==> src/rtl/adpll_pkg.sv <==
package adpll_pkg;

  typedef enum logic {
    PD_COUNT = 1'b0,
    PD_BANG  = 1'b1
  } pd_mode_e;

  typedef struct packed {
    logic fb_edge;
    logic ref_edge;
  } edge_pair_t;

endpackage

==> src/rtl/adpll_ref_cond.sv <==
module adpll_ref_cond (
  input  logic clk,
  input  logic rst,
  input  logic ref_in,
  output logic ref_edge
);

  logic [2:0] sh_q;

  always_ff @(posedge clk) begin
    if (rst) sh_q <= '0;
    else     sh_q <= {sh_q[1:0], ref_in};
  end

  assign ref_edge = sh_q[1] & ~sh_q[2];

  p_edge_pulse_r10: assert property (@(posedge clk) disable iff (rst)
    ref_edge |=> !ref_edge);

endmodule

==> src/rtl/adpll_phase_det.sv <==
module adpll_phase_det
  import adpll_pkg::*;
#(
  parameter int EW = 12
) (
  input  logic                 clk,
  input  logic                 rst,
  input  pd_mode_e             mode,
  input  edge_pair_t           edges,
  output logic signed [EW-1:0] err_q
);

  localparam int CW = EW - 1;
  localparam logic [CW-1:0] CMAX = '1;

  logic [1:0]         hit;
  logic [1:0][CW-1:0] cnt;

  assign hit = {edges.fb_edge, edges.ref_edge};

  // index 0 counts from reference edges, index 1 from feedback edges
  for (genvar g = 0; g < 2; g++) begin : g_cnt
    logic [CW-1:0] c_q;
    always_ff @(posedge clk) begin
      if (rst)              c_q <= '0;
      else if (hit[g])      c_q <= '0;
      else if (c_q != CMAX) c_q <= c_q + 1'b1;
    end
    assign cnt[g] = c_q;

    p_cnt_hold_r2: assert property (@(posedge clk) disable iff (rst)
      (c_q == CMAX && !hit[g]) |=> c_q == CMAX);
  end

  logic              ref_pend, fb_pend;
  logic signed [1:0] bb_q;

  always_ff @(posedge clk) begin
    if (rst) begin
      ref_pend <= 1'b0;
      fb_pend  <= 1'b0;
      bb_q     <= 2'sd0;
    end else begin
      case (hit)
        2'b11: begin
          if (ref_pend)     bb_q <= 2'sd1;
          else if (fb_pend) bb_q <= -2'sd1;
          else              bb_q <= 2'sd0;
        end
        2'b01: begin
          if (fb_pend) begin
            bb_q    <= -2'sd1;
            fb_pend <= 1'b0;
          end else begin
            ref_pend <= 1'b1;
          end
        end
        2'b10: begin
          if (ref_pend) begin
            bb_q     <= 2'sd1;
            ref_pend <= 1'b0;
          end else begin
            fb_pend <= 1'b1;
          end
        end
        default: ;
      endcase
    end
  end

  logic signed [EW-1:0] cnt_diff, bb_ext, raw;

  assign cnt_diff = $signed({1'b0, cnt[0]}) - $signed({1'b0, cnt[1]});
  assign bb_ext   = {{(EW-2){bb_q[1]}}, bb_q};
  assign raw      = (mode == PD_BANG) ? bb_ext : cnt_diff;

  always_ff @(posedge clk) begin
    if (rst) err_q <= '0;
    else     err_q <= raw;
  end

  p_bb_levels_r1: assert property (@(posedge clk) disable iff (rst)
    ($past(mode) == PD_BANG) |-> (err_q == 1 || err_q == 0 || err_q == -1));

  p_no_dual_pend_r1: assert property (@(posedge clk) disable iff (rst)
    !(ref_pend && fb_pend));

endmodule

==> src/rtl/adpll_loop_filter.sv <==
module adpll_loop_filter #(
  parameter int EW   = 12,
  parameter int GW   = 8,
  parameter int FRAC = 4,
  parameter int IW   = 20,
  parameter int N    = 64,
  parameter int NOM  = 8,
  parameter int OW   = $clog2(N/2) + 1
) (
  input  logic                 clk,
  input  logic                 rst,
  input  logic signed [EW-1:0] err,
  input  logic [GW-1:0]        kp,
  input  logic [GW-1:0]        ki,
  output logic [OW-1:0]        inc_q
);

  localparam int PW = EW + GW + 1;
  localparam int SW = ((PW > IW) ? PW : IW) + 2;
  localparam logic signed [SW-1:0] IMAX_S = (SW'(1) <<< (IW-1)) - SW'(1);
  localparam logic signed [SW-1:0] IMIN_S = -IMAX_S - SW'(1);
  localparam logic signed [SW-1:0] HI_S   = SW'(N/2);
  localparam logic signed [SW-1:0] LO_S   = SW'(1);
  localparam logic signed [SW-1:0] NOM_S  = SW'(NOM);
  localparam logic [OW-1:0]        NOM_O  = OW'(NOM);

  logic signed [PW-1:0] p_prod, i_prod, p_term, i_term;
  logic signed [IW-1:0] integ_q, integ_nx;
  logic signed [SW-1:0] i_sum, total;
  logic [OW-1:0]        inc_nx;

  assign p_prod = $signed({1'b0, kp}) * err;
  assign i_prod = $signed({1'b0, ki}) * err;
  assign p_term = p_prod >>> FRAC;
  assign i_term = i_prod >>> FRAC;

  assign i_sum = SW'(integ_q) + SW'(i_term);

  always_comb begin
    if (i_sum > IMAX_S)      integ_nx = IMAX_S[IW-1:0];
    else if (i_sum < IMIN_S) integ_nx = IMIN_S[IW-1:0];
    else                     integ_nx = i_sum[IW-1:0];
  end

  assign total = NOM_S + SW'(p_term) + SW'(integ_q);

  always_comb begin
    if (total < LO_S)      inc_nx = LO_S[OW-1:0];
    else if (total > HI_S) inc_nx = HI_S[OW-1:0];
    else                   inc_nx = total[OW-1:0];
  end

  always_ff @(posedge clk) begin
    if (rst) begin
      integ_q <= '0;
      inc_q   <= NOM_O;
    end else begin
      integ_q <= integ_nx;
      inc_q   <= inc_nx;
    end
  end

  p_integ_ceiling_r4: assert property (@(posedge clk) disable iff (rst)
    (integ_q == IMAX_S[IW-1:0] && !i_term[PW-1]) |=> integ_q == IMAX_S[IW-1:0]);

  p_integ_floor_r4: assert property (@(posedge clk) disable iff (rst)
    (integ_q == IMIN_S[IW-1:0] && i_term[PW-1]) |=> integ_q == IMIN_S[IW-1:0]);

endmodule

==> src/rtl/adpll_dco.sv <==
module adpll_dco #(
  parameter int N  = 64,
  parameter int OW = $clog2(N/2) + 1
) (
  input  logic          clk,
  input  logic          rst,
  input  logic [OW-1:0] inc,
  output logic          dco_clk,
  output logic          tick
);

  localparam int AW = $clog2(N) + 1;
  localparam logic [AW-1:0] MOD = AW'(N);

  logic [AW-1:0] acc_q, nxt;

  assign nxt = acc_q + AW'(inc);

  always_ff @(posedge clk) begin
    if (rst) begin
      acc_q   <= '0;
      dco_clk <= 1'b0;
      tick    <= 1'b0;
    end else if (nxt >= MOD) begin
      acc_q   <= nxt - MOD;
      dco_clk <= ~dco_clk;
      tick    <= 1'b1;
    end else begin
      acc_q   <= nxt;
      tick    <= 1'b0;
    end
  end

  p_inc_bounds_r5: assert property (@(posedge clk) disable iff (rst)
    (inc >= OW'(1)) && (inc <= OW'(N/2)));

  p_tick_gap_r6: assert property (@(posedge clk) disable iff (rst)
    tick |=> !tick);

  p_acc_below_mod_r6: assert property (@(posedge clk) disable iff (rst)
    acc_q < MOD);

endmodule

==> src/rtl/adpll_fb_div.sv <==
module adpll_fb_div #(
  parameter int DIVW = 2
) (
  input  logic            clk,
  input  logic            rst,
  input  logic            dco_rise,
  input  logic [DIVW-1:0] ratio_m1,
  output logic            fb_edge
);

  logic [DIVW-1:0] cnt_q;

  always_ff @(posedge clk) begin
    if (rst) begin
      cnt_q   <= '0;
      fb_edge <= 1'b0;
    end else begin
      fb_edge <= 1'b0;
      if (dco_rise) begin
        if (cnt_q >= ratio_m1) begin
          cnt_q   <= '0;
          fb_edge <= 1'b1;
        end else begin
          cnt_q <= cnt_q + 1'b1;
        end
      end
    end
  end

  p_fb_pulse_r7: assert property (@(posedge clk) disable iff (rst)
    fb_edge |=> !fb_edge);

  p_fb_needs_rise_r7: assert property (@(posedge clk) disable iff (rst)
    fb_edge |-> $past(dco_rise));

endmodule

==> src/rtl/adpll_lock_det.sv <==
module adpll_lock_det #(
  parameter int EW = 12,
  parameter int LW = 16
) (
  input  logic                 clk,
  input  logic                 rst,
  input  logic signed [EW-1:0] err,
  input  logic [EW-1:0]        thresh,
  input  logic [LW-1:0]        ltime,
  output logic                 locked
);

  logic [EW-1:0] mag;
  logic          below;
  logic [LW-1:0] qual_q;

  assign mag   = err[EW-1] ? EW'(-err) : EW'(err);
  assign below = mag < thresh;

  always_ff @(posedge clk) begin
    if (rst) begin
      qual_q <= '0;
      locked <= 1'b0;
    end else begin
      if (!below)           qual_q <= '0;
      else if (qual_q != '1) qual_q <= qual_q + 1'b1;
      locked <= below && (qual_q > ltime);
    end
  end

  // cycles since reset, used only by the checks below
  logic [LW:0] since_q;
  always_ff @(posedge clk) begin
    if (rst)              since_q <= '0;
    else if (since_q != '1) since_q <= since_q + 1'b1;
  end

  p_lock_quiet_r9: assert property (@(posedge clk) disable iff (rst)
    (since_q <= {1'b0, ltime}) |-> !locked);

  p_lock_window_r8: assert property (@(posedge clk) disable iff (rst)
    locked |-> $past(below));

endmodule

==> src/rtl/adpll_core.sv <==
module adpll_core
  import adpll_pkg::*;
#(
  parameter int EW   = 12,
  parameter int GW   = 8,
  parameter int FRAC = 4,
  parameter int IW   = 20,
  parameter int N    = 64,
  parameter int NOM  = 8,
  parameter int DIVW = 2,
  parameter int LW   = 16,
  localparam int OW  = $clog2(N/2) + 1
) (
  input  logic                 clk,
  input  logic                 rst,
  input  logic                 ref_in,
  input  logic                 pd_bang,
  input  logic [DIVW-1:0]      fb_div,
  input  logic [GW-1:0]        kp,
  input  logic [GW-1:0]        ki,
  input  logic [EW-1:0]        lock_thresh,
  input  logic [LW-1:0]        lock_time,
  output logic                 dco_clk,
  output logic                 dco_tick,
  output logic signed [EW-1:0] phase_err,
  output logic [OW-1:0]        filt_word,
  output logic                 locked
);

  edge_pair_t edges;
  pd_mode_e   mode;
  logic       ref_edge, fb_edge, dco_rise;

  assign mode     = pd_mode_e'(pd_bang);
  assign edges    = '{fb_edge: fb_edge, ref_edge: ref_edge};
  assign dco_rise = dco_tick & dco_clk;

  adpll_ref_cond u_ref (
    .clk      (clk),
    .rst      (rst),
    .ref_in   (ref_in),
    .ref_edge (ref_edge)
  );

  adpll_phase_det #(.EW(EW)) u_pd (
    .clk   (clk),
    .rst   (rst),
    .mode  (mode),
    .edges (edges),
    .err_q (phase_err)
  );

  adpll_loop_filter #(
    .EW(EW), .GW(GW), .FRAC(FRAC), .IW(IW), .N(N), .NOM(NOM), .OW(OW)
  ) u_lf (
    .clk   (clk),
    .rst   (rst),
    .err   (phase_err),
    .kp    (kp),
    .ki    (ki),
    .inc_q (filt_word)
  );

  adpll_dco #(.N(N), .OW(OW)) u_dco (
    .clk     (clk),
    .rst     (rst),
    .inc     (filt_word),
    .dco_clk (dco_clk),
    .tick    (dco_tick)
  );

  adpll_fb_div #(.DIVW(DIVW)) u_div (
    .clk      (clk),
    .rst      (rst),
    .dco_rise (dco_rise),
    .ratio_m1 (fb_div),
    .fb_edge  (fb_edge)
  );

  adpll_lock_det #(.EW(EW), .LW(LW)) u_lock (
    .clk    (clk),
    .rst    (rst),
    .err    (phase_err),
    .thresh (lock_thresh),
    .ltime  (lock_time),
    .locked (locked)
  );

endmodule

==> config.mk <==
export PLATFORM = sky130hd
export DESIGN_NAME = adpll_core
export DESIGN_NICKNAME = d
export VERILOG_FILES = /design/src/rtl/adpll_pkg.sv /design/src/rtl/adpll_ref_cond.sv /design/src/rtl/adpll_phase_det.sv /design/src/rtl/adpll_loop_filter.sv /design/src/rtl/adpll_dco.sv /design/src/rtl/adpll_fb_div.sv /design/src/rtl/adpll_lock_det.sv /design/src/rtl/adpll_core.sv
export SDC_FILE = /design/constraint.sdc
export NUM_CORES = 1
export LEC_CHECK = 0
export BUFFER_PORTS_ARGS = -buffer_cell sky130_fd_sc_hd__buf_2
export CORE_MARGIN = 10
export CORE_UTILIZATION = 52
export DETAILED_ROUTE_END_ITERATION = 7
export PLACE_DENSITY = 0.69
export SKIP_CTS_REPAIR_TIMING = 1
export SYNTH_ARGS = -nofsm -noshare
export SYNTH_HDL_FRONTEND = slang
export SYNTH_HIERARCHICAL = 1
export SYNTH_SLANG_ARGS = --single-unit
==> constraint.sdc <==
create_clock -name clk -period 11.7 [get_ports clk]
set_clock_uncertainty 0.2 [all_clocks]
set_input_delay 1.755 -clock clk [delete_from_list [all_inputs] [get_ports clk]]
set_output_delay 1.755 -clock clk [all_outputs]
set_load 0.02 [all_outputs]
Word level (Yosys, flattened, before mapping)
Cells that the tools add are included.

Bits of input ports: 50. Logic and storage cells: 88. Register bits after elaboration: 96.

$mul: 2. Mux-type cells: 19. Magnitude comparators: 8. Bitwise operators: 6. $add $sub $neg: 11. Reduce and logical (&&, ||, !) cells: 13. Equality and inequality tests: 10.

Operator list (number): $mul 9x12->21 (2); $mux 12 (2); $gt 23x20->1 const B (1); $gt 23x7->1 const B (1); $lt 23x2->1 const B (1); $lt 23x20->1 const B (1); $add 11x1->11 const B (2); $ne 11x11->1 const B (2); $add 18x20->21 (1); $add 20x17->21 (1); $mux 20 (1); $mux 19 (1); $add 5x17->18 const A (1); $add 16x1->16 const B (1); $gt 16x16->1 (1); $ne 16x16->1 const B (1); $lt 12x12->1 (1); $neg 12->12 (1); $reduce_or 2->1 (6); $sub 11x11->12 (1); $mux 2 (5); $add 7x6->7 (1); $ge 7x7->1 const B (1); $mux 7 (1); 20 further kinds (32).

Depth between registers and ports, before layout
Gate-level depths: netlist of the first run.

Word-level depth: 6. Gate-level depth with buffers: 30. Gate-level depth less buffers: 28.

Hierarchy
The synthesis of the first run kept the hierarchy.

By module, submodules not included: adpll_loop_filter (area each 10204.8 um2, instances 1, cells each 1229); adpll_phase_det (area each 2083.2 um2, instances 1, cells each 245); adpll_lock_det (area each 1701.6 um2, instances 1, cells each 218); adpll_dco (area each 456.7 um2, instances 1, cells each 44); adpll_fb_div (area each 176.4 um2, instances 1, cells each 19); adpll_ref_cond (area each 87.6 um2, instances 1, cells each 7); adpll_core (area each 6.3 um2, instances 1, cells each 1).

Worst setup path after synthesis of the first run
No wires, ideal clock.

Path kind: input to register. From: input kp[2]. To: register u_lf.inc_q[0]. Path buffers: 2. Data required time: 11414 ps. Cell stages on the path: 29. Data arrival time: 8054 ps. Library setup time: 86 ps. Slack: 3360 ps. Path through: clkbuf_1 -> nand2_1 -> fa_1 -> inv_1 -> fa_1 -> ha_1 -> inv_1 -> fa_1 -> inv_1 -> ha_1 -> a21o_1 -> a21oi_1 -> o21bai_1 -> o311a_1 -> o31ai_1 -> o2111ai_1 -> a21oi_1 -> xnor2_1 -> ha_1 -> ha_1 -> clkbuf_1 -> inv_1 -> o21ai_0 -> a221o_1 -> a211oi_1 -> o2111ai_1 -> a2111oi_4 -> nand4_1 -> a211oi_1.

Word-level cells in the longest chain between the ends: 6.

RTL lines: start: declaration (line adpll_core.sv:19) `input logic [GW-1:0] kp,`; $mul 9x12->21 * (line adpll_loop_filter.sv:32) `assign p_prod = $signed({1'b0, kp}) * err;`; $add 5x17->18 * (line adpll_loop_filter.sv:45) `assign total = NOM_S + SW'(p_term) + SW'(integ_q);`; $add 18x20->21 * (line adpll_loop_filter.sv:45); $gt 23x7->1 (line adpll_loop_filter.sv:49) `else if (total > HI_S) inc_nx = HI_S[OW-1:0];`; $mux 6 (line adpll_loop_filter.sv:49); $mux 4 * (line adpll_loop_filter.sv:48) `if (total < LO_S) inc_nx = LO_S[OW-1:0];`; end signal: assignment (line adpll_loop_filter.sv:59) `inc_q <= inc_nx;`; end: declaration (line adpll_loop_filter.sv:15) `output logic [OW-1:0] inc_q`.

Mark *: on every way between the ends. The rest lies on a longest branch, timed or not. A chain may end at the register's enable or synchronous reset.

Worst setup path in the final report of the first run
From: input ki[1]. To: register u_lf.integ_q[11].

Word-level cells in the longest chain between the ends: 5.

RTL lines: start: declaration (line adpll_core.sv:20) `input logic [GW-1:0] ki,`; $mul 9x12->21 * (line adpll_loop_filter.sv:33) `assign i_prod = $signed({1'b0, ki}) * err;`; $add 20x17->21 * (line adpll_loop_filter.sv:37) `assign i_sum = SW'(integ_q) + SW'(i_term);`; $lt 23x20->1 (line adpll_loop_filter.sv:41) `else if (i_sum < IMIN_S) integ_nx = IMIN_S[IW-1:0];`; $mux 20 (line adpll_loop_filter.sv:41); $mux 19 * (line adpll_loop_filter.sv:40) `if (i_sum > IMAX_S) integ_nx = IMAX_S[IW-1:0];`; end signal: assignment (line adpll_loop_filter.sv:58) `integ_q <= integ_nx;`; end: declaration (line adpll_loop_filter.sv:28) `logic signed [IW-1:0] integ_q, integ_nx;`.

Marks and branches as above.

==> run metrics, run 1 <==
ys async rst share 0; Cell variety after synth just under 80; total power around 3500 uW; TNS Setup 0 ns; drt pass-1 iters 5; number of port buffers 70; CP Capture Type register; Sequential cell area 0.001922 mm^2; mux contribution to synthesized area 0.002806; outcome complete, no violations; Yosys top cell area share 0.2177; initial antenna violation count 1; Hold Crit Depth 1; antenna violation net count after detailed routing 0; Worst slew margin 0.3513; Fmax achieved 114.7 MHz; Worst-Skew Late Latency around 0.35 ns; XOR/XNOR share of the synthesized area 0.06189; Compound-Gate Fraction of Synth Area 0.1348; gpl congestion 0.8308; Starting Density 0.5283; Total GRT Usage 0.1884; R2R cell count 25; Slowest cell on crit path o211ai_2; Final period util 0.7451; first-pass GRT wire length roughly 56 mm; flops & latches, synth 96; HP Start u_ref/sh_q[0]; clock period minus worst slack 8.718 ns; # DRC 0; Die W ~190 um; GR Overflow Total 0; CP max stage delay approximately 0.68 ns; Final #Nets 2,205; drt total wl around 33 mm; Inserted Diodes 0; die area between 0.03 and 0.04 mm^2; Reg-to-Reg Start u_pd/err_q[8]; EDFF count, synth 0; P_leak around 0.0080 uW; Clock Path Buffers 2; warnings from Yosys 6; R2R Path End u_lf/integ_q[11]; area of the multi-input gates approximately 0.011 mm^2; area growth from synthesis to layout 6.861%; syn nets 2,163; Die Y between 150 and 200 um; DRT iter0 DRCs slightly below 600; CP Class in2reg; layout cells sized above 1 0.07127; post-synthesis sequential area ratio 0.1306; Slew Limit Fails 0; hpwl dp roughly 27 mm; average instance area after synthesis approximately 8.3 um^2; Synth area leader fa_1; CTS tree done; Worst EP required around 12 ns; crit path max fanout 17; Worst setup SP type input port; RSZ-0062 raised after global routing no; clk sinks 96; pin count of the biggest net entering global routing 36; maximum VDD drop 123.5 uV; Final setup viols 0; Final WS setup between 2 and 3 ns; reg2reg setup slack ~3.8 ns; Hold EP u_ref/sh_q[1]; H-tree depth 3; vias per inst around 5.4; Synth area leaders fa_1 (22%), ha_1 (16%), dfxtp_1 (13%); crit path DAT 8.70 ns; Fin. Hold Viols 0; largest family of logic cells by synthesized area adder cells; Mapped Cells about 1,800; # fillers roughly 2,600; Synth Flop Type dfxtp_1; MaxCap Viol Count 0; worst-margin pin slew 0.9717 ns; Final Core Density 0.5645; number of global-route vias before repair approximately 12,000; total number of vias approximately 12,000; FP Rows about 60; Num CTS Buffers 9; Clk Tree Root Cell clkbuf_16; worst slack, placed about 2.6 ns; drt wl/cell between 15 and 20 um; Post-Synth Simple-Gate Area 0.1927; pwr/cell area roughly 220 mW/mm^2; synthesized cell area ~0.015 mm^2; CORE AREA approximately 0.028 mm^2; Synth Area in Adders 0.3792; Clock transition at path regs 0.07 ns; Hold Path Class reg2reg; IO Count 71
## worst max path at each step
stage                             to  slack, ns   from  cells past startpoint
floorplan              u_lf/inc_q[0]       3.36  kp[2]                     29
global placement       u_lf/inc_q[4]       2.80  kp[2]                     28
detailed placement  u_lf/integ_q[11]       2.64  ki[2]                     26
CTS                 u_lf/integ_q[11]       3.00  ki[2]                     26
global route         u_lf/integ_q[2]       2.52  ki[2]                     27
finish              u_lf/integ_q[11]       2.98  ki[1]                     26
## registers in the layout, summed over array words and instances, names as in the netlist
register / flops
u_lock/qual_q: 16
u_dco/acc_q: 7
u_dco/tick: 1
u_pd/g_cnt.c_q: 22
u_div/fb_edge: 1
u_pd/ref_pend: 1
u_div/cnt_q: 2
u_ref/sh_q: 3
u_lock/locked: 1
u_lf/inc_q: 6
u_pd/bb_q: 2
u_pd/err_q: 12
u_lf/integ_q: 20
u_dco/dco_clk: 1
u_pd/fb_pend: 1
## worst max-delay path, delay by kind of cell
kind	cells	cell delay, ns
buffers and inverters	5	0.48
and+or+nand+nor	6	1.34
AOI/OAI and AO/OA	8	2.00
adders and majority gates	6	2.86
xor gates and xnor gates	1	0.24
## cell usage after synthesis, types with 8 or more instances
library cell and count:
nor2_1 83, o21ai_0 45, ha_1 190, o31ai_1 14, nand3_1 31, a21o_1 26
nor3_1 38, or3_1 16, fa_1 160, xnor2_1 74, nor3b_1 8, nand4_1 27
o21bai_1 15, nor2b_1 12, inv_1 327, nand2_1 145, and2_1 104, o21a_1 16
and3_1 22, a31oi_1 12, a21oi_1 89, a211oi_1 13, o21ai_2 8, clkbuf_1 41
nand2b_1 14, xor2_1 30, dfxtp_1 96
## metal layers
metal | vias to the layer above | share of wire | track usage
met3 | 32 | 0.039 | 0.02253
met4 | 0 | 0.015 | 0.04738
met2 | 215 | 0.50 | 0.3313
met5 | - | 0 | 0
met1 | 5675 | 0.45 | 0.2393
li1 | 5864 | - | -
## power breakdown
group / internal, uW / leakage (uW) / switching, uW / total, uW
combinational: 1120 / 0.00708 / 1580 / 2690
sequential: 391 / 0.000787 / 52.9 / 444
clock: 197 / 0.000163 / 135 / 332
total: 1700 / 0.00803 / 1770 / 3470
## layout make-up
type / count / share of cell area
well taps: 378 / 0.03007
clock inverters: 6 / 0.006285
clock buffers: 10 / 0.01520
inverters: 327 / 0.07805
multi-input cells: 1293 / 0.7221
repair buffers: 78 / 0.02610
flip-flops and latches: 96 / 0.1222
## metrics by stage
stage / hold slack, ns / instances / instance area (um^2)
floorplan: 0.2138 / 1763 / 14720
global placement: 0.2157 / 2172 / 15390
detailed placement: 0.2298 / 2172 / 15390
CTS: 0.2478 / 2188 / 15730
global route: 0.2662 / 2188 / 15730
finish: 0.2412 / 2188 / 15730
## layout by cell type (no fill, tap or decap), types with 38 or more instances in the layout
cell type and count:
xnor2_1 74, nor3_1 38, inv_1 327, dfxtp_1 96, o21ai_0 45, buf_2 70
nand2_1 145, and2_1 104, fa_1 160, ha_1 190, a21oi_1 89, nor2_1 83
## kinds of logic after synthesis
logic type,after synthesis
DFF,96
AOI/OAI and AO/OA,295
and+or+nand+nor,539
other,1
muxes,4
buffers and inverters,374
xor gates and xnor gates,104
adders and majority gates,350
Power figures use the tool's default switching activity.
==> inputs of run 2 (changes only) <==
==> constraint.sdc (replaced) <==
create_clock -name clk -period 8.2 [get_ports clk]
set_clock_uncertainty 0.2 [all_clocks]
set_input_delay 1.23 -clock clk [delete_from_list [all_inputs] [get_ports clk]]
set_output_delay 1.23 -clock clk [all_outputs]
set_load 0.02 [all_outputs]
==> run metrics, run 2 (same netlist as run 1, synthesis figures left out) <==
Worst-Skew Late Latency 0.35 ns (about the same); Reg-to-Reg Start u_pd/err_q[4]; initial antenna violation count 1 (unchanged); R2R cell count 28 (+12%); met2 WL 17.16 mm (+3.0%); Worst setup SP type input port; drt pass-1 iters 5 (unchanged); Clock transition at path regs 0.07 ns (about the same); gpl congestion 0.8950 (+7.7%); Final period util 0.9502; Top Registers u_pd/g_cnt.c_q (22), u_lf/integ_q (20), u_lock/qual_q (16); P_leak 0.008107 uW (+0.91%); Starting Density 0.5283 (unchanged); clock period minus worst slack 7.792 ns; Setup crit end u_lf/inc_q[0]; pwr/cell area 313.9 mW/mm^2 (+42%); Fin. Hold Viols 0 (unchanged); reg2reg setup slack 0.57 ns (-3.21 ns); DRT iter0 DRCs 607 (+4.7%); Inserted Diodes 0 (unchanged); CORE AREA 0.02786 mm^2 (unchanged); H-tree depth 3 (unchanged); WHS 0.2378 ns (-0.003417 ns); outcome complete, no violations; Worst EP required 8.27 ns (-3.42 ns); worst slack, placed 0.04550 ns (-2.594 ns); hpwl dp 28.14 mm (+4.4%); Hold Path Class reg2reg; pin count of the biggest net entering global routing 36 (unchanged); Final #Nets 2,219 (+0.63%); met1 wire length 15.09 mm (+1.1%); Final Core Density 0.5688 (+0.004312); worst-margin pin slew 0.9137 ns (-0.05799 ns); number of flip-flops in the largest register 22 (unchanged); # DRC 0 (unchanged); die area 0.03543 mm^2 (unchanged); area growth from synthesis to layout 7.677%; CP Capture Type register; first-pass GRT wire length 57.73 mm (+2.2%); placed insts 2,186 (+0.64%); Total GRT Usage 0.1936 (+0.005209); drt total wl 34.38 mm (+3.0%); Final WS setup 0.4083 ns (-2.574 ns); leading cell type in the layout, fill and taps excluded inv_1; layout cells sized above 1 0.08114 (+0.009870); antenna violation net count after detailed routing 0 (unchanged); total number of vias 12,019 (+2.0%); Die W 188.2 um (unchanged); clk sinks 96 (unchanged); highest routed layer met5; Hold Crit Depth 1 (unchanged); most frequent cells in the layout inv_1 (326), ha_1 (189), fa_1 (160), nand2_1 (145), and2_1 (104); routed length on met3 1.409 mm (+7.5%); non-filler cells, final 2,202 (+0.64%); Worst slew margin 0.3901 (+0.03871); vias per inst 5.458 (+1.3%); IO Count 71 (unchanged); maximum VDD drop 186.9 uV (+51%); number of port buffers 70 (unchanged); Clock Path Buffers 2 (unchanged); drt wl/cell 15.61 um (+2.3%); Clk Tree Root Cell clkbuf_16; R2R Path End u_lf/inc_q[0]; CP Class in2reg; FP Rows 61 (unchanged); Die Y 188.2 um (unchanged); worst setup path start kp[0]; Num CTS Buffers 9 (unchanged); Fmax achieved between 100 and 150 MHz; GR Overflow Total 0 (unchanged); number of global-route vias before repair 11,949 (+1.7%); crit path max fanout 11 (-6); CTS tree done; MaxCap Viol Count 0 (unchanged); crit path DAT 7.86 ns (-0.84 ns); Final setup viols 0 (unchanged); total power 4973 uW (+43%); Top reg by flops u_pd/g_cnt.c_q; Slew Limit Fails 0 (unchanged)
==> run 2: changes by cell type in the layout (fill, tap and decap cells not counted), moves of 2 or more <==
cell,previous run,this run
clkbuf_8,1,3
bufinv_16,2,0
buf_2,70,68
o21ai_0,45,43
buf_4,8,21
clkbuf_4,0,2
==> run 2: where the power goes <==
| part | internal (uW) | leakage, uW | total [uW] | switching [uW] |
|---|---|---|---|---|
| Sequential | 558 | 0.000787 | 672 | 114 |
| Clock | 234 | 0.000151 | 421 | 187 |
| Combinational | 1640 | 0.00717 | 3880 | 2240 |
| Total | 2430 | 0.00811 | 4970 | 2540 |
==> run 2: critical path: stages <==
cell and delay (ns):
buf_2 0.17, nand2_1 0.13, inv_1 0.11, fa_1 0.55, inv_1 0.16, fa_1 0.56, inv_1 0.05, fa_1 0.47
inv_1 0.05, fa_1 0.52, inv_1 0.04, ha_1 0.30, or2_2 0.32, a21oi_1 0.15, a31oi_1 0.10, a211o_1 0.29
a21o_1 0.23, xor2_2 0.17, ha_1 0.31, ha_1 0.35, inv_1 0.15, nor3_1 0.07, a221o_1 0.26, a211oi_1 0.22
o2111ai_1 0.21, a2111oi_4 0.26, nand4_1 0.16, a211oi_1 0.24
==> run 2: worst min-delay path by stage <==
stage / start / endpoint
after floorplan: u_ref/sh_q[0] / u_ref/sh_q[1]
after global placement: u_ref/sh_q[0] / u_ref/sh_q[1]
after detailed placement: u_ref/sh_q[0] / u_ref/sh_q[1]
after CTS: u_ref/sh_q[0] / u_ref/sh_q[1]
after global routing: u_ref/sh_q[0] / u_ref/sh_q[1]
final: u_ref/sh_q[0] / u_ref/sh_q[1]
==> run 2: stage by stage <==
stage	cell area [um^2]	setup TNS (ns)
floorplan	14720	0
global route	15850	-0.001267
CTS	15810	0
finish	15850	0
global placement	15510	0
detailed placement	15510	0
==> run 2: per-layer routing <==
layer | up-vias | GRT usage
met4 | 2 | 0.05292
li1 | 5899 | -
met2 | 228 | 0.3386
met1 | 5847 | 0.2422
met3 | 43 | 0.02917
met5 | - | 0
==> run 2: cell type report <==
type / instances / area (um^2)
clock buffers: 12 / 266.5
clock inverters: 4 / 33.78
fillers: 2543 / 12010
inverters: 327 / 1227
multi-input cells: 1293 / 11390
flip-flops and latches: 96 / 1922
well taps: 378 / 473.0
repair buffers: 92 / 533.0
==> inputs of run 3 (changes only) <==
--- a/config.mk
+++ b/config.mk
@@ -10,6 +10,7 @@
 export CORE_UTILIZATION = 52
 export DETAILED_ROUTE_END_ITERATION = 7
 export PLACE_DENSITY = 0.69
+export REMOVE_ABC_BUFFERS = 1
 export SKIP_CTS_REPAIR_TIMING = 1
 export SYNTH_ARGS = -nofsm -noshare
 export SYNTH_HDL_FRONTEND = slang
==> run metrics, run 3 (same netlist as run 1, synthesis figures left out) <==
most frequent cells in the layout inv_1 (326), ha_1 (189), fa_1 (160), nand2_1 (145), and2_1 (104); register share of total power 0.131 (-0.004); pin count of the biggest net entering global routing 36 (unchanged); Worst EP required 8.29 ns (+0.02 ns); Num CTS Buffers 9 (unchanged); CP Class in2reg; worst-margin pin slew 0.8842 ns (-0.02951 ns); Clock Path Buffers 2 (unchanged); TNS Setup 0 ns (unchanged); number of port buffers 70 (unchanged); DRT iter0 DRCs 537 (-12%); die area 0.03543 mm^2 (unchanged); Worst-Skew Late Latency 0.36 ns (about the same); H-tree depth 3 (unchanged); drt pass-1 iters 5 (unchanged); clk sinks 96 (unchanged); leading cell type in the layout, fill and taps excluded inv_1; post-route cell area 0.01590 mm^2 (+0.36%); Reg-to-Reg Start u_pd/err_q[5]; Final period util 0.9542 (+0.004019); number of flip-flops in the largest register 22 (unchanged); Worst slew margin 0.4098 (+0.01970); drt wl/cell 14.88 um (-4.7%); Total GRT Usage 0.1880 (-0.005611); IO Count 71 (unchanged); # DRC 0 (unchanged); Slew Limit Fails 0 (unchanged); Final Core Density 0.5709 (+0.002021); area growth from synthesis to layout 8.060%; CP Capture Type register; antenna violation net count after detailed routing 0 (unchanged); Worst setup SP type input port; layout cells sized above 1 0.08443 (+0.003289); internal power 2510 uW (+3.1%); Comb power frac 0.775 (-0.005); non-filler cells, final 2,202 (unchanged); CTS tree done; Hold Crit Depth 1 (unchanged); outcome complete, no violations; most used cell, CP inv_1; Cell Area, Placed 0.01552 mm^2 (about the same); HP Start u_ref/sh_q[0]; placed insts 2,186 (unchanged); Clock transition at path regs 0.07 ns (about the same); first-pass GRT wire length 56.37 mm (-2.3%); vias per inst 5.334 (-2.3%); Final setup viols 0 (unchanged); FP Rows 61 (unchanged); WHS 0.2540 ns (+0.01619 ns); Sw Share 0.5026 (-0.008095); Die W 188.2 um (unchanged); Die Y 188.2 um (unchanged); clock network fraction of total power 0.093 (+0.008); MaxCap Viol Count 0 (unchanged); Clk Tree Root Cell clkbuf_16; switching pwr 2536 uW (-0.16%); CORE AREA 0.02786 mm^2 (unchanged); Top Registers u_pd/g_cnt.c_q (22), u_lf/integ_q (20), u_lock/qual_q (16); CP max stage delay 0.56 ns (about the same); pwr/cell area 317.3 mW/mm^2 (+1.1%); Hold Path Class reg2reg; gpl congestion 0.8766 (-2.1%); Final #Nets 2,220 (+0.045%); hpwl dp 26.70 mm (-5.1%); drt total wl 32.77 mm (-4.7%); clock period minus worst slack 7.825 ns (+0.03296 ns); Fmax achieved 127.8 MHz (-0.42%); Fin. Hold Viols 0 (unchanged); total number of vias 11,746 (-2.3%); GR Overflow Total 0 (unchanged); Starting Density 0.5283 (unchanged); worst setup path start kp[0]; initial antenna violation count 0 (-1); Inserted Diodes 0 (unchanged); crit path DAT 7.91 ns (+0.05 ns); P_leak 0.008106 uW (about the same); maximum VDD drop 190.0 uV (+1.7%); crit path max fanout 11 (unchanged); Top reg by flops u_pd/g_cnt.c_q; number of global-route vias before repair 12,164 (+1.8%); Slowest cell on crit path fa_1; R2R cell count 28 (unchanged)
==> run 3: changes by cell type in the layout (fill, tap and decap cells not counted), sizes merged <==
cell / previous run / this run
buf: 90 / 93
bufinv: 0 / 2
clkbuf: 14 / 10
clkinv: 2 / 0
clkinvlp: 0 / 1
==> run 3: power by group through the flow <==
stage	Clock, uW	Sequential, uW	Combinational, uW
floorplan	0	639	2990
global placement	0	668	3760
detailed placement	0	669	3830
CTS	488	659	3870
global route	500	669	4450
finish	471	662	3910
==> run 3: routing by layer <==
layer	part of all wire	global-route usage	routed length (um)	vias up
met4	0.029	0.07046	937	0
met3	0.035	0.02493	1162	54
met5	0	0	0	-
li1	-	-	-	5894
met1	0.44	0.2297	14490	5580
met2	0.49	0.3295	16190	218
==> run 3: through the flow <==
stage	worst slack (ns)	power [uW]
after floorplan	0.4882	3634
after global placement	0.03178	4432
after detailed placement	-0.04537	4504
after CTS	0.2922	5020
after global routing	-0.007743	5624
final	0.3754	5045
==> run 3: path summary, 6_finish.rpt <==
kind / slack [ns] / endpoint
min reg2reg: 0.25 / u_ref/sh_q[1]
max reg2reg: 0.56 / u_lf/inc_q[3]
max: 0.38 / u_lf/inc_q[3]
min: 0.25 / u_ref/sh_q[1]
==> run 3: critical path, delay by kind of cell <==
family,cells,cell delay (ns)
AO/OA/AOI/OAI,9,1.90
XOR/XNOR,1,0.17
buffers and inverters,8,0.87
AND/OR/NAND/NOR,4,0.65
adder cells (fa/ha/maj),7,3.06
==> run 3: cell type report <==
| cell class | instances | area (um^2) |
|---|---|---|
| fill | 2531 | 11960 |
| timing repair buffer | 93 | 548.0 |
| clock inverter | 5 | 87.58 |
| tap | 378 | 473.0 |
| sequential | 96 | 1922 |
| inverter | 327 | 1227 |
| clock buffer | 10 | 239.0 |
| multi-input combinational | 1293 | 11410 |
